`config.mk`:
```
export PLATFORM = sky130hd
export DESIGN_NAME = busy_skid_link
export DESIGN_NICKNAME = d
export VERILOG_FILES = /design/src/rtl/rbl_pkg.sv /design/src/rtl/rbl_sender.sv /design/src/rtl/rbl_receiver.sv /design/src/rtl/busy_skid_link.sv
export SDC_FILE = /design/constraint.sdc
export NUM_CORES = 1
export LEC_CHECK = 0
export BUFFER_PORTS_ARGS = -buffer_cell sky130_fd_sc_hd__buf_4
export CAP_MARGIN = 20
export CORE_MARGIN = 2
export CORE_UTILIZATION = 48
export CTS_CLUSTER_SIZE = 20
export DETAILED_ROUTE_END_ITERATION = 12
export HOLD_SLACK_MARGIN = 0.03
export PLACE_DENSITY = 0.78
export SLEW_MARGIN = 20
export SYNTH_ARGS = -nofsm -noshare
export SYNTH_HDL_FRONTEND = slang
export SYNTH_SLANG_ARGS = --single-unit
export TNS_END_PERCENT = 1
```
`constraint.sdc`:
```
create_clock -name clk -period 1.5 [get_ports clk]
set_input_delay 0.3 -clock clk [delete_from_list [all_inputs] [get_ports clk]]
set_output_delay 0.3 -clock clk [all_outputs]
set_load 0.02 [all_outputs]
```
`src/rtl/rbl_pkg.sv`:
```
package rbl_pkg;
  localparam int TAG_W  = 6;
  localparam int OPC_W  = 7;
  localparam int AREG_W = 7;
  localparam int IMM_W  = 16;

  typedef struct packed {
    logic              flt;
    logic [TAG_W-1:0]  tag;
    logic [OPC_W-1:0]  opc;
    logic [AREG_W-1:0] rd;
    logic [AREG_W-1:0] ra;
    logic [AREG_W-1:0] rb;
    logic [IMM_W-1:0]  imm;
  } uop_t;

  localparam int UOP_W = $bits(uop_t);

  // One channel slot: qualifier plus payload
  typedef struct packed {
    logic vld;
    uop_t uop;
  } slot_t;
endpackage

```
`src/rtl/rbl_sender.sv`:
```
module rbl_sender
  import rbl_pkg::*;
(
  input  logic  clk,
  input  logic  rst_n,
  input  logic  in_valid,
  input  uop_t  in_uop,
  input  logic  busy_seen,
  output logic  in_ready,
  output slot_t ch
);
  // The channel register advances only when the registered busy is low;
  // otherwise the slot already sent stays on the wires.
  assign in_ready = ~busy_seen;

  always_ff @(posedge clk) begin
    if (!rst_n) begin
      ch <= '0;
    end else if (!busy_seen) begin
      ch.vld <= in_valid;
      ch.uop <= in_uop;
    end
  end
endmodule

```
`src/rtl/rbl_receiver.sv`:
```
module rbl_receiver
  import rbl_pkg::*;
(
  input  logic  clk,
  input  logic  rst_n,
  input  slot_t ch,
  input  logic  out_ready,
  output logic  out_valid,
  output uop_t  out_uop,
  output logic  busy_q
);
  logic fresh_q;      // channel slot was loaded and not yet consumed
  logic skid_vld;
  uop_t skid_uop;

  logic ch_live, take, ch_used, skid_nxt, fresh_nxt;
  uop_t skid_uop_nxt;

  always_comb begin
    ch_live   = fresh_q & ch.vld;
    out_valid = skid_vld | ch_live;
    out_uop   = skid_vld ? skid_uop : ch.uop;
    take      = out_valid & out_ready;

    skid_nxt     = skid_vld;
    skid_uop_nxt = skid_uop;
    ch_used      = 1'b0;
    if (skid_vld) begin
      // Parked packet goes first; the held channel slot refills the skid.
      if (take) begin
        skid_nxt     = ch_live;
        skid_uop_nxt = ch.uop;
        ch_used      = ch_live;
      end
    end else if (ch_live) begin
      ch_used = 1'b1;
      if (!out_ready) begin
        skid_nxt     = 1'b1;
        skid_uop_nxt = ch.uop;
      end
    end

    // With busy low the sender loads a new slot on this edge.
    fresh_nxt = busy_q ? (fresh_q & ~ch_used) : 1'b1;
  end

  always_ff @(posedge clk) begin
    if (!rst_n) begin
      fresh_q  <= 1'b0;
      skid_vld <= 1'b0;
      skid_uop <= '0;
      busy_q   <= 1'b0;
    end else begin
      fresh_q  <= fresh_nxt;
      skid_vld <= skid_nxt;
      skid_uop <= skid_uop_nxt;
      busy_q   <= skid_nxt;   // busy mirrors skid occupancy, one edge late for the sender
    end
  end
endmodule

```
`src/rtl/busy_skid_link.sv`:
```
module busy_skid_link
  import rbl_pkg::*;
(
  input  logic             clk,
  input  logic             rst_n,
  input  logic             up_valid,
  output logic             up_ready,
  input  logic [UOP_W-1:0] up_uop,
  output logic             dn_valid,
  input  logic             dn_ready,
  output logic [UOP_W-1:0] dn_uop
);
  slot_t ch;
  logic  busy;
  uop_t  rx_uop;

  rbl_sender u_tx (
    .clk       (clk),
    .rst_n     (rst_n),
    .in_valid  (up_valid),
    .in_uop    (uop_t'(up_uop)),
    .busy_seen (busy),
    .in_ready  (up_ready),
    .ch        (ch)
  );

  rbl_receiver u_rx (
    .clk       (clk),
    .rst_n     (rst_n),
    .ch        (ch),
    .out_ready (dn_ready),
    .out_valid (dn_valid),
    .out_uop   (rx_uop),
    .busy_q    (busy)
  );

  assign dn_uop = rx_uop;
endmodule

```
After elaboration in Yosys (flattened, before gate mapping)
Cells that the tools add are included.
Word-level totals
  flip-flop bits (word level): 105
  bits of input ports: 55
  output and inout bits: 53
  word-level logic and storage cells: 40
Cells by class
  equal/unequal tests: 2
  muxes and demuxes: 13
  bitwise logic cells: 6
  reduce and logical (&&, ||, !) cells: 2
Operators by type and width (count)
  2-to-1 mux 51 bit: 5
  2-to-1 mux 1 bit: 8
  bitwise AND 1 bit: 3
  AND reduction 3 bit: 1
  != test 2 x 1 -> 1 bit (second input constant): 1
  != test 2 bit (second input constant): 1
  inverter 1 bit: 2
  nonzero test 2 bit: 1
  OR 1 bit: 1

Depth between registers and ports, before layout
  word-level depth: 8
  mapped depth: 5
  gate-level depth less buffers: 3

Cells and area by module
A second synthesis with hierarchy kept.
Second synthesis, totals
  cells, all modules: 458
  area total of the unflattened synthesis: 4733.3 sq um
By module, submodules not included
  rbl_receiver: instances 1, cells an instance 290, area an instance 2737.6 sq um, seq. area each 1061.0 sq um
  rbl_sender: instances 1, cells an instance 168, area an instance 1995.7 sq um, seq. area each 1041.0 sq um

Worst setup path after synthesis
No wires, ideal clock.
  path type: reg-to-output
  from: register u_rx.skid_vld
  to: output dn_uop[0]
  arrival: 1.283 ns
  data required time: 1.200 ns
  path slack: -0.083 ns
  cell stages (with the launch flop): 5
  cells stage by stage: dfxtp_1 > buf_2 > buf_2 > buf_2 > mux2_2
On the way
  longest elaborated chain between the ends: 1
RTL lines
  start: declaration: RTL line rbl_receiver.sv:13  | logic skid_vld;
  start signal: assignment: RTL line rbl_receiver.sv:55  | skid_vld <= skid_nxt;
  2-to-1 mux 51 bit: RTL line rbl_receiver.sv:22  | out_uop = skid_vld ? skid_uop : ch.uop;
  end: declaration: RTL line busy_skid_link.sv:11  | output logic [UOP_W-1:0] dn_uop
No other way between the ends.

Worst setup path in the final report
  from: register u_rx.skid_vld
  to: output dn_uop[49]
Same word-level chain as after synthesis.

==> flow_summary.yaml <==
run_status:
  status: "finished, violations left"
  violations: "negative setup slack"
critical_path:
  cpMaxStageDelayCell: "dfxtp_4"
  cp.arrival_ns: 1.52
  critPathBufInv: 3
  crit_required_ns: 1.20
  cp_top_family: "buffers and inverters"
  end_kind: "output pin"
  path_class: "flop to output pin"
  path_cells: "buf_6 > clkbuf_16 > mux2_4 > buf_6"
  startpoint_type: "flop"
  cp_common_cell: "buf_6"
  crit_fanout: 7
  slowest_delay_ns: 0.42
cts:
  numCtsBuffers: 9
  clk_pin_slew_ns: 0.10
  cts.sinks: 105
  htreeDepth: 3
  clkLatencyLatePin_ns: 0.36
  cts_buffer_depth: 2
  cts_root_buffer: "clkbuf_8"
  cts_tree: "built"
logic_synthesis:
  syn_avg_cell_area_um2: 10.21
  yosysSeqAreaShare_pct: 45.05
  ys_types: 14
  syn_nets: 512
  netlist_area_um2: 4666
  syn_inst: 457
  ys.warnings.count: 0
  ys_ff_latch: 105
floorplanning:
  dieWidth_um: 102.6
  rows: 35
  dieArea_um2: 10520
  pin_count: 108
  coreArea_um2: 9328
  die_h_um: 102.6
  initial_core_util_pct: 50.02
placed_design:
  dp_hpwl_mm: 6.515
  numPortBuffers: 107
  gp_congestion: 0.7613
  placed_area_um2: 5697
final_layout:
  layout-drive-gt1-share_pct: 36.49
  final_cell_area_um2: 6594
  n_antenna_cell: 0
  num-nets-final: 631
  fillers: 693
  areaGrowthSynthToFinish_pct: 41.32
routing:
  ant_nets: 0
  via_count: 3523
  initialDrtViolationCount: 94
  wirelength_mm: 10.54
  drc: 0
  first_pass_iters: 4
  avgViaCountPerCell: 4.962
  wire_per_inst_um: 14.85
timing:
  clock_skew_ns: 0.01152
  final.setup.worst_slack_ns: -0.3223
  rsz0062_at_grt: "true"
  min_period_ns: 1.822
  whs_ns: 0.1883
  worst_slew_pin_slew_ns: 0.3348
  slew_viol_final: 0
  hold_violations: 0
  maxSlewHeadroom_pct: 77.36
  finalCritPeriodShare_pct: 121.5
  finalSetupViolCount: 53
  max_freq_mhz: 548.7
hold_path:
  hold_class: "primary input to flop"
run:
  maxCapViolCount: 0
grt:
  grt_overflow: 0
  grt_antenna_before_repair: 0
  first_global_vias: 3522
  grtUsageTotal_pct: 19.67
  grt_max_degree: 48
  grt_pass1_wl_mm: 16.43
power:
  power_density_nw_per_um2: 881.1
  p_total_mw: 5.810
  leakage_nw: 2.964
  peakVddDrop_uv: 636.7
==> worst paths after layout <==
check        slack, ns                 to  cells after the start              start
max              -0.32         dn_uop[49]                      4      u_rx.skid_vld
max reg2reg       0.09        u_tx.ch[25]                      7      u_rx.skid_vld
min               0.19        u_tx.ch[45]                      3         up_uop[45]
min reg2reg       0.47  u_rx.skid_uop[16]                      2  u_rx.skid_uop[16]
==> per-layer routing <==
metal	wire length, um	global-route usage, %	up-vias	share of wire, %
li1	-	-	1752	-
met1	4697	24.15	1671	45
met2	5258	34.74	88	50
met3	470	4.475	12	4.5
met4	114	5.231	0	1.1
met5	0	0	-	0
==> Yosys cell counts <==
cell type	count	share of area, %
a21boi_0	1	0.16
a21oi_2	1	0.19
buf_2	11	1.2
buf_4	1	0.16
buf_6	5	1.2
clkbuf_1	17	1.4
dfxtp_1	105	45
inv_1	1	0.080
maj3_1	1	0.21
mux2_2	51	12
mux2i_1	103	22
nand2_1	106	8.5
nor2b_1	53	7.1
nor4bb_2	1	0.35
==> area by class of cell <==
cell class / count / area (um^2) / area share (%)
repair buffers: 142 / 1548 / 23.47
clock buffers: 10 / 137.6 / 2.087
clock inverters: 6 / 72.57 / 1.101
multi-input cells: 317 / 2565 / 38.90
flip-flops and latches: 105 / 2106 / 31.94
inverters: 1 / 3.754 / 0.05693
well taps: 129 / 161.4 / 2.448
==> flip-flops by register name (all words and copies together) (netlist names) <==
register,cells
u_tx.ch,52
u_rx.fresh_q,1
u_rx.skid_vld,1
u_rx.skid_uop,51
==> worst reg2reg max path, cell delays in order (launching register included) <==
cell	delay, ns
dfxtp_4	0.42
buf_6	0.11
buf_12	0.09
buf_16	0.09
buf_6	0.19
buf_4	0.16
mux2i_1	0.19
nor2b_1	0.07
==> through the flow <==
step | setup TNS [ns] | util (%) | std cells | setup WS [ns]
6_report | -15.35 | 70.69 | 710 | -0.3223
5_1_grt | -17.49 | 70.69 | 710 | -0.3621
4_1_cts | -16.32 | 68.71 | 704 | -0.3602
3_5_place_dp | 0 | 61.07 | 674 | 0.008349
3_3_place_gp | 0 | 61.07 | 674 | 0.02238
2_1_floorplan | 0 | - | 457 | 0.008659
==> cell families (layout without fill, tap and decap cells) <==
| family | after synthesis | after routing | synth area share, % |
|---|---|---|---|
| mux | 154 | 154 | 34.41 |
| simple gates | 160 | 160 | 15.98 |
| flops | 105 | 105 | 45.05 |
| fa+ha+maj | 1 | 1 | 0.2145 |
| buf+inv | 35 | 159 | 3.996 |
| compound gates | 2 | 2 | 0.3487 |
==> power breakdown <==
group          switching (mW)  internal [mW]  total (mW)
clock network           0.986          0.839        1.83
logic                   0.427          0.578        1.01
registers              0.0823           2.90        2.98
==> placed cells by master, fill, tap and decap left out <==
cell type,instances
a21boi_0,1
a21oi_4,1
buf_12,12
buf_16,2
buf_4,69
buf_6,55
bufbuf_16,2
bufinv_16,1
clkbuf_16,2
clkbuf_8,10
clkinv_4,1
clkinvlp_4,1
dfxtp_1,104
dfxtp_4,1
inv_1,1
inv_6,3
maj3_1,1
mux2_2,3
mux2_4,48
mux2i_1,103
nand2_1,106
nor2b_1,53
nor4bb_2,1
==> timing repair <==
action,CTS,global route
buffers inserted,10,4
pin swaps,0,0
hold buffers,0,0
endpoints found under the setup margin,53,57
hold endpoints to repair,0,0
gates resized for setup,77,28
cloned,4,2
Power figures use the tool's default switching activity.
